$ cat src/rtl/intr_pkg.sv
package intr_pkg;
  localparam int unsigned DEF_SRC = 4;

  function automatic int unsigned vec_width(input int unsigned n);
    return (n > 1) ? $clog2(n) : 1;
  endfunction
endpackage

$ cat src/rtl/intr_mask_reg.sv
module intr_mask_reg #(
  parameter int unsigned N_SRC = intr_pkg::DEF_SRC
) (
  input  logic             clk,
  input  logic             rst,
  input  logic             sel,
  input  logic             wr,
  input  logic [N_SRC-1:0] wdata,
  output logic [N_SRC-1:0] mask,
  output logic [N_SRC-1:0] rdata
);
  logic [N_SRC-1:0] mask_q, rdata_q;

  always_ff @(posedge clk) begin
    if (rst) begin
      mask_q  <= '0;
      rdata_q <= '0;
    end else begin
      rdata_q <= sel ? mask_q : '0;
      if (sel && wr) mask_q <= wdata;
    end
  end

  assign mask  = mask_q;
  assign rdata = rdata_q;

  // no write strobe with select means the mask holds
  p_mask_hold_r8: assert property (@(posedge clk) disable iff (rst)
    !(sel && wr) |=> $stable(mask_q));
endmodule

$ cat src/rtl/intr_prio_enc.sv
module intr_prio_enc #(
  parameter int unsigned N_SRC = intr_pkg::DEF_SRC,
  localparam int unsigned VW   = intr_pkg::vec_width(N_SRC)
) (
  input  logic [N_SRC-1:0] req,
  input  logic [N_SRC-1:0] mask,
  output logic             any,
  output logic [VW-1:0]    code
);
  logic [N_SRC-1:0] pend, win;

  assign pend = req & mask;

  for (genvar gi = 0; gi < N_SRC; gi++) begin : g_win
    if (gi == 0) begin : g_top
      assign win[gi] = pend[gi];
    end else begin : g_rest
      assign win[gi] = pend[gi] & ~(|pend[gi-1:0]);
    end
  end

  always_comb begin
    code = '0;
    for (int i = 0; i < N_SRC; i++) begin
      if (win[i]) code = code | VW'(i);
    end
  end

  assign any = |pend;

  // a single winner, and it is a pending source
  always_comb begin
    if (any) begin
      p_one_winner_r5: assert ($onehot0(win) && win != '0);
    end
  end
endmodule

$ cat src/rtl/intr_status.sv
module intr_status #(
  parameter int unsigned VW = 2
) (
  input  logic          clk,
  input  logic          rst,
  input  logic          any,
  input  logic [VW-1:0] code,
  input  logic          ack,
  input  logic          en,
  output logic          ist,
  output logic          irq,
  output logic [VW-1:0] vec
);
  logic          ist_q, irq_q, ist_d;
  logic [VW-1:0] vec_q;

  always_comb begin
    if (ack) ist_d = 1'b0;
    else     ist_d = ist_q | any;
  end

  always_ff @(posedge clk) begin
    if (rst) begin
      ist_q <= 1'b0;
      irq_q <= 1'b0;
      vec_q <= '0;
    end else begin
      ist_q <= ist_d;
      irq_q <= ist_d & en;
      if (ack && any) vec_q <= code;
    end
  end

  assign ist = ist_q;
  assign irq = irq_q;
  assign vec = vec_q;

  p_ack_clears_r6: assert property (@(posedge clk) disable iff (rst)
    ack |=> !ist_q);
  p_pending_sets_r4: assert property (@(posedge clk) disable iff (rst)
    (any && !ack) |=> ist_q);
  p_vec_stable_r6: assert property (@(posedge clk) disable iff (rst)
    !(ack && any) |=> $stable(vec_q));
  p_irq_needs_ist_r7: assert property (@(posedge clk) disable iff (rst)
    irq_q |-> ist_q);
endmodule

$ cat src/rtl/intr_prio_ctrl.sv
module intr_prio_ctrl #(
  parameter int unsigned N_SRC = 4,
  localparam int unsigned VW   = intr_pkg::vec_width(N_SRC)
) (
  input  logic             clk,
  input  logic             rst,
  input  logic [N_SRC-1:0] irq_req,
  input  logic             int_en,
  input  logic             int_ack,
  input  logic             reg_sel,
  input  logic             reg_wr,
  input  logic [N_SRC-1:0] reg_wdata,
  output logic [N_SRC-1:0] reg_rdata,
  output logic             cpu_irq,
  output logic [VW-1:0]    vec_addr,
  output logic             ist
);
  logic [N_SRC-1:0] mask;
  logic             any;
  logic [VW-1:0]    code;

  intr_mask_reg #(.N_SRC(N_SRC)) u_mask (
    .clk(clk), .rst(rst), .sel(reg_sel), .wr(reg_wr),
    .wdata(reg_wdata), .mask(mask), .rdata(reg_rdata)
  );

  intr_prio_enc #(.N_SRC(N_SRC)) u_enc (
    .req(irq_req), .mask(mask), .any(any), .code(code)
  );

  intr_status #(.VW(VW)) u_stat (
    .clk(clk), .rst(rst), .any(any), .code(code), .ack(int_ack),
    .en(int_en), .ist(ist), .irq(cpu_irq), .vec(vec_addr)
  );

  // a status flag rising must come from an enabled request
  p_masked_ignored_r3: assert property (@(posedge clk) disable iff (rst)
    (!ist && ((irq_req & mask) == '0)) |=> !ist);
endmodule

$ cat config.mk
export PLATFORM = sky130hd
export DESIGN_NAME = intr_prio_ctrl
export DESIGN_NICKNAME = d
export VERILOG_FILES = /design/src/rtl/intr_pkg.sv /design/src/rtl/intr_mask_reg.sv /design/src/rtl/intr_prio_enc.sv /design/src/rtl/intr_status.sv /design/src/rtl/intr_prio_ctrl.sv
export SDC_FILE = /design/constraint.sdc
export NUM_CORES = 1
export LEC_CHECK = 0
export ABC_AREA = 1
export BUFFER_PORTS_ARGS = -buffer_cell sky130_fd_sc_hd__buf_2
export CORE_AREA = 2 2 39 41
export DETAILED_ROUTE_END_ITERATION = 12
export DIE_AREA = 0 0 41 43
export GPL_TIMING_DRIVEN = 0
export PLACE_DENSITY = 0.7
export REMOVE_ABC_BUFFERS = 1
export SLEW_MARGIN = 20
export SYNTH_ARGS = -nofsm -noshare
export SYNTH_HDL_FRONTEND = slang
export SYNTH_SLANG_ARGS = --single-unit
$ cat constraint.sdc
create_clock -name clk -period 2.55 [get_ports clk]
set_clock_uncertainty 0.1 [all_clocks]
set_input_delay 0.1275 -clock clk [delete_from_list [all_inputs] [get_ports clk]]
set_output_delay 0.1275 -clock clk [all_outputs]
set_load 0.01 [all_outputs]
Yosys cells after proc, flatten, opt, wreduce, memory -nomap -nowiden
Cells that the tools add are included.
- muxes and demuxes: 4
- bitwise gates (word level): 10
- reduce and logical (&&, ||, !) cells: 6
- operator list (kind ; count):
    $and A1 B1 Y1 ; 4
    $and A4 B4 Y4 ; 1
    $mux W2 ; 2
    $not A1 Y1 ; 4
    $reduce_or A2 Y1 ; 2
    $reduce_or A4 Y1 ; 1
    $reduce_or A3 Y1 ; 1
    $logic_and A1 B1 Y1 ; 2
    $mux W1 ; 2
    $or A1 B1 Y1 ; 1
- register bits after elaboration: 12
- output and inout port bits: 8
- word-level logic and storage cells: 25

Depth between registers and ports, before layout
- depth after elaboration: 6
- mapped depth: 8
- depth with buffers taken out: 8

Hierarchy
Synthesis repeated with hierarchy kept, for this count alone.
- cell total of the unflattened synthesis: 69
- area, all modules: 466.7 um^2
- by module, submodules not included (module ; instances ; cells each ; area an instance (um^2) ; sequential area each (um^2)):
    intr_mask_reg ; 1 ; 35 ; 264.0 ; 160.2
    intr_status ; 1 ; 21 ; 147.6 ; 80.1
    intr_prio_enc ; 1 ; 13 ; 55.1 ; 0.0

Least setup slack after synthesis
No wires, ideal clock.
- path kind: register -> register
- start: reg u_mask.mask_q[1], in the netlist u_mask.mask[1]
- end: reg u_stat.vec_q[0], in the netlist u_stat.vec[0]
- setup time: 0.111 ns
- arrival time: 0.666 ns
- required time: 2.339 ns
- setup slack: 1.673 ns
- stages on the path, launching flop included: 8
- clock period less this slack: 0.877 ns
- cells stage by stage: dfxtp_1 > nand2_2 > nand2_2 > nand2_2 > nand2_1 > nand2_1 > inv_1 > nor2_1
- word-level cells in the longest chain between the ends: 5
- elaborated cells on any way between the ends: 10
- classes of those cells: mux: 3; bitwise: 4; reduce/logical: 3
- ends and longest elaborated chain (what ; RTL line ; source):
    start, declared ; intr_mask_reg.sv:12 ; logic [N_SRC-1:0] mask_q, rdata_q;
    start signal, assigned ; intr_mask_reg.sv:20 ; if (sel && wr) mask_q <= wdata;
    $and A4 B4 Y4 (*) ; intr_prio_enc.sv:12 ; assign pend = req & mask;
    $and A1 B1 Y1 / $reduce_or A3 Y1 (equally long branches) ; intr_prio_enc.sv:18 ; assign win[gi] = pend[gi] & ~(|pend[gi-1:0]);
    $mux W1 / $not A1 Y1 (equally long branches) ; intr_prio_enc.sv:25, intr_prio_enc.sv:18 ;
    $mux W2 / $and A1 B1 Y1 (equally long branches) ; intr_prio_enc.sv:25, intr_prio_enc.sv:18 ;
    $mux W2 ; intr_prio_enc.sv:25 ; if (win[i]) code = code | VW'(i);
    end signal, assigned ; intr_status.sv:30 ; if (ack && any) vec_q <= code;
    end, declared ; intr_status.sv:15 ; logic [VW-1:0] vec_q;
Every way passes the cells marked *; elsewhere a longest branch is shown, timed or not.
A chain may end at the register's enable or synchronous reset.

Final worst setup path
- start: reg u_stat.ist_q, in the netlist u_stat.ist
- end: out ist
- RTL lines (what ; RTL line ; source):
    start, declared ; intr_status.sv:14 ; logic ist_q, irq_q, ist_d;
    start signal, assigned ; intr_status.sv:28 ; ist_q <= ist_d;
    end, declared ; intr_prio_ctrl.sv:16 ; output logic ist
No word-level cell between the ends.

==> out/results.ini <==
[status]
status=finished, final reports clean

[route]
dr_total_vias=417
wl_per_cell_um=8.23
via_per_inst=4.13
post-route-drc-count=0
drt_pass1_iterations=4
drtAntennaViolNets=0
wirelength_um=831
drt_first_iter_violations=4

[floorplan]
rows=14
initial_core_util_pct=33.2
die-area_sq_um=1760
dieHeight_um=43
io_pins=22
die_w_um=41
placeableCoreArea_sq_um=1380

[cts]
insertion_delay_ns=0.26
cts_buffers=3
post_cts_resized=0
cts_buffer_depth=2
clk_pin_slew_ns=0.06
ctsHtreeMaxLevel=1
clockRootBuffer=clkbuf_4
clock_sinks=12
cts_tree=done

[sta]
maxSlewHeadroom_pct=85.2
hold_violations=0
fin_crit_ns=0.945
slew_viol_final=0
setup_tns_ns=0
post-route-period-util_pct=37.0
max_freq_mhz=1060
setup_violations=0
worst_slew_pin_slew_ns=0.221
rsz0062_at_grt=false

[final_layout]
fillers=150
fin_util_pct=44.6
n_antenna_cell=0
finalInstanceArea_sq_um=617
area_growth_pct=34.3
drive_gt1_share_pct=40.0
nets=101

[global_routing]
grt_pass1_wl_um=1410
grt_pass1_vias=387
track_usage_pct=12.1
antenna_found_initial=0
grt_start_max_net_pins=9
overflow=0

[placed_design]
io_buffers=21
place_hpwl_um=643
gp_congestion=0.651
dpl_cell_area_sq_um=584

[worst_setup_path]
crit_type=reg -> out
cp_top_family=flip-flops
critPathSlowestCell=dfxtp_1
path_cells=buf_2
critPathMaxStageDelay_ns=0.33
arrival_ns=0.72
crit_fanout=2
cp-end-kind=primary output
reg2regPathDepth=7
required_ns=2.32
worstSetupStartpointType=flip-flop
critPathBufInv=1
cp_num_cells=1

[pwr]
p_per_area_nw_per_um2=587
ir_worst_vdd_v=0.000316
power.leakage_nw=0.346

[yosys]
synth_top_area_cell=dfxtp_1
avgSynthCellArea_sq_um=7.65
ys_ff_latch=12
yosysSeqAreaShare_pct=52.3
synth.top_cells.by_area=dfxtp_1 52%, nand2_2 11%, nand2_1 8.2%
synthesis.area_sq_um=459
ys_warn_count=0
synthFlopType=dfxtp_1
synth-async-reset-ratio_pct=0
ys_top_cells_by_count=12 x dfxtp_1, 10 x nand2_1, 9 x inv_1, 9 x nor2_1, 8 x nand2_2
synth_edf_count=0
syn_inst=60
synth_top_area_share_pct=52.3
synth.most_common_cell=dfxtp_1
yosysUniqueCellTypes=10

[min_path]
hp-class=in -> reg
hold_depth=4

[run]
maxCapViolations=0

worst paths after layout:
kind                                     start              end  slack [ns]
worst max-delay path                u_stat.ist              ist        1.61
worst max register to register  u_mask.mask[1]    u_stat.vec[0]        1.61
worst min register to register  u_mask.mask[3]  u_mask.rdata[3]        0.36
worst min-delay path                       rst       u_stat.ist        0.04
sequential cells by signal (all words and copies together) (netlist names):
name,flops
u_mask.mask,4
u_mask.rdata,4
u_stat.vec,2
u_stat.irq,1
u_stat.ist,1
layout by cell type (no fill, tap or decap):
master / netlist / final
nor2_1: 9 / 9
nand3_2: 1 / 1
dlygate4sd3_1: 0 / 1
nand2_2: 8 / 8
inv_2: 1 / 1
inv_1: 9 / 9
dfxtp_1: 12 / 12
nand3_1: 1 / 1
a21oi_1: 5 / 5
nand2_1: 10 / 10
buf_2: 0 / 21
o21ai_0: 4 / 4
clkbuf_4: 0 / 3
metrics by stage:
step / worst slack, ns / power (mW) / hold WS, ns / std cells
floorplan: 1.67 / 0.235 / 0.140 / 60
finish: 1.61 / 0.362 / 0.0363 / 101
detailed placement: 1.63 / 0.255 / 0.257 / 97
CTS: 1.59 / 0.369 / 0.0303 / 101
global placement: 1.63 / 0.254 / 0.248 / 97
global route: 1.53 / 0.386 / 0.0426 / 101
what timing repair did:
action / in CTS / in global routing
buffers inserted: 0 / 0
hold buffers: 1 / 0
endpoints found under the hold margin: 1 / 0
power by group:
group	total (mW)	internal, mW	switching [mW]	leakage [nW]
combinational	0.0504	0.0230	0.0274	0.234
clock	0.110	0.0545	0.0560	0.0138
sequential	0.201	0.197	0.00443	0.0981
total	0.362	0.274	0.0878	0.346
layer usage:
layer / share of wire [%] / wire length, um / track usage (%)
met1: 45 / 377 / 14.0
met3: 9.5 / 79 / 5.24
met5: 0 / 0 / 0
met4: 0 / 0 / 8.00
met2: 45 / 374 / 17.2
final cells by class:
| class | instances | area, sq um | share of cell area, % |
|---|---|---|---|
| Sequential cell | 12 | 240 | 38.9 |
| Multi-Input combinational cell | 38 | 181 | 29.4 |
| Timing Repair Buffer | 22 | 115 | 18.7 |
| Inverter | 10 | 37.5 | 6.09 |
| Clock buffer | 3 | 22.5 | 3.65 |
| Tap cell | 16 | 20.0 | 3.25 |
logic make-up after synthesis:
| group | after synthesis | synth area share, % |
|---|---|---|
| flip-flops | 12 | 52.3 |
| AO/OA/AOI/OAI | 9 | 9.81 |
| buffers and inverters | 10 | 8.17 |
| AND/OR/NAND/NOR | 29 | 29.7 |
(Power assumes the default switching activity.)
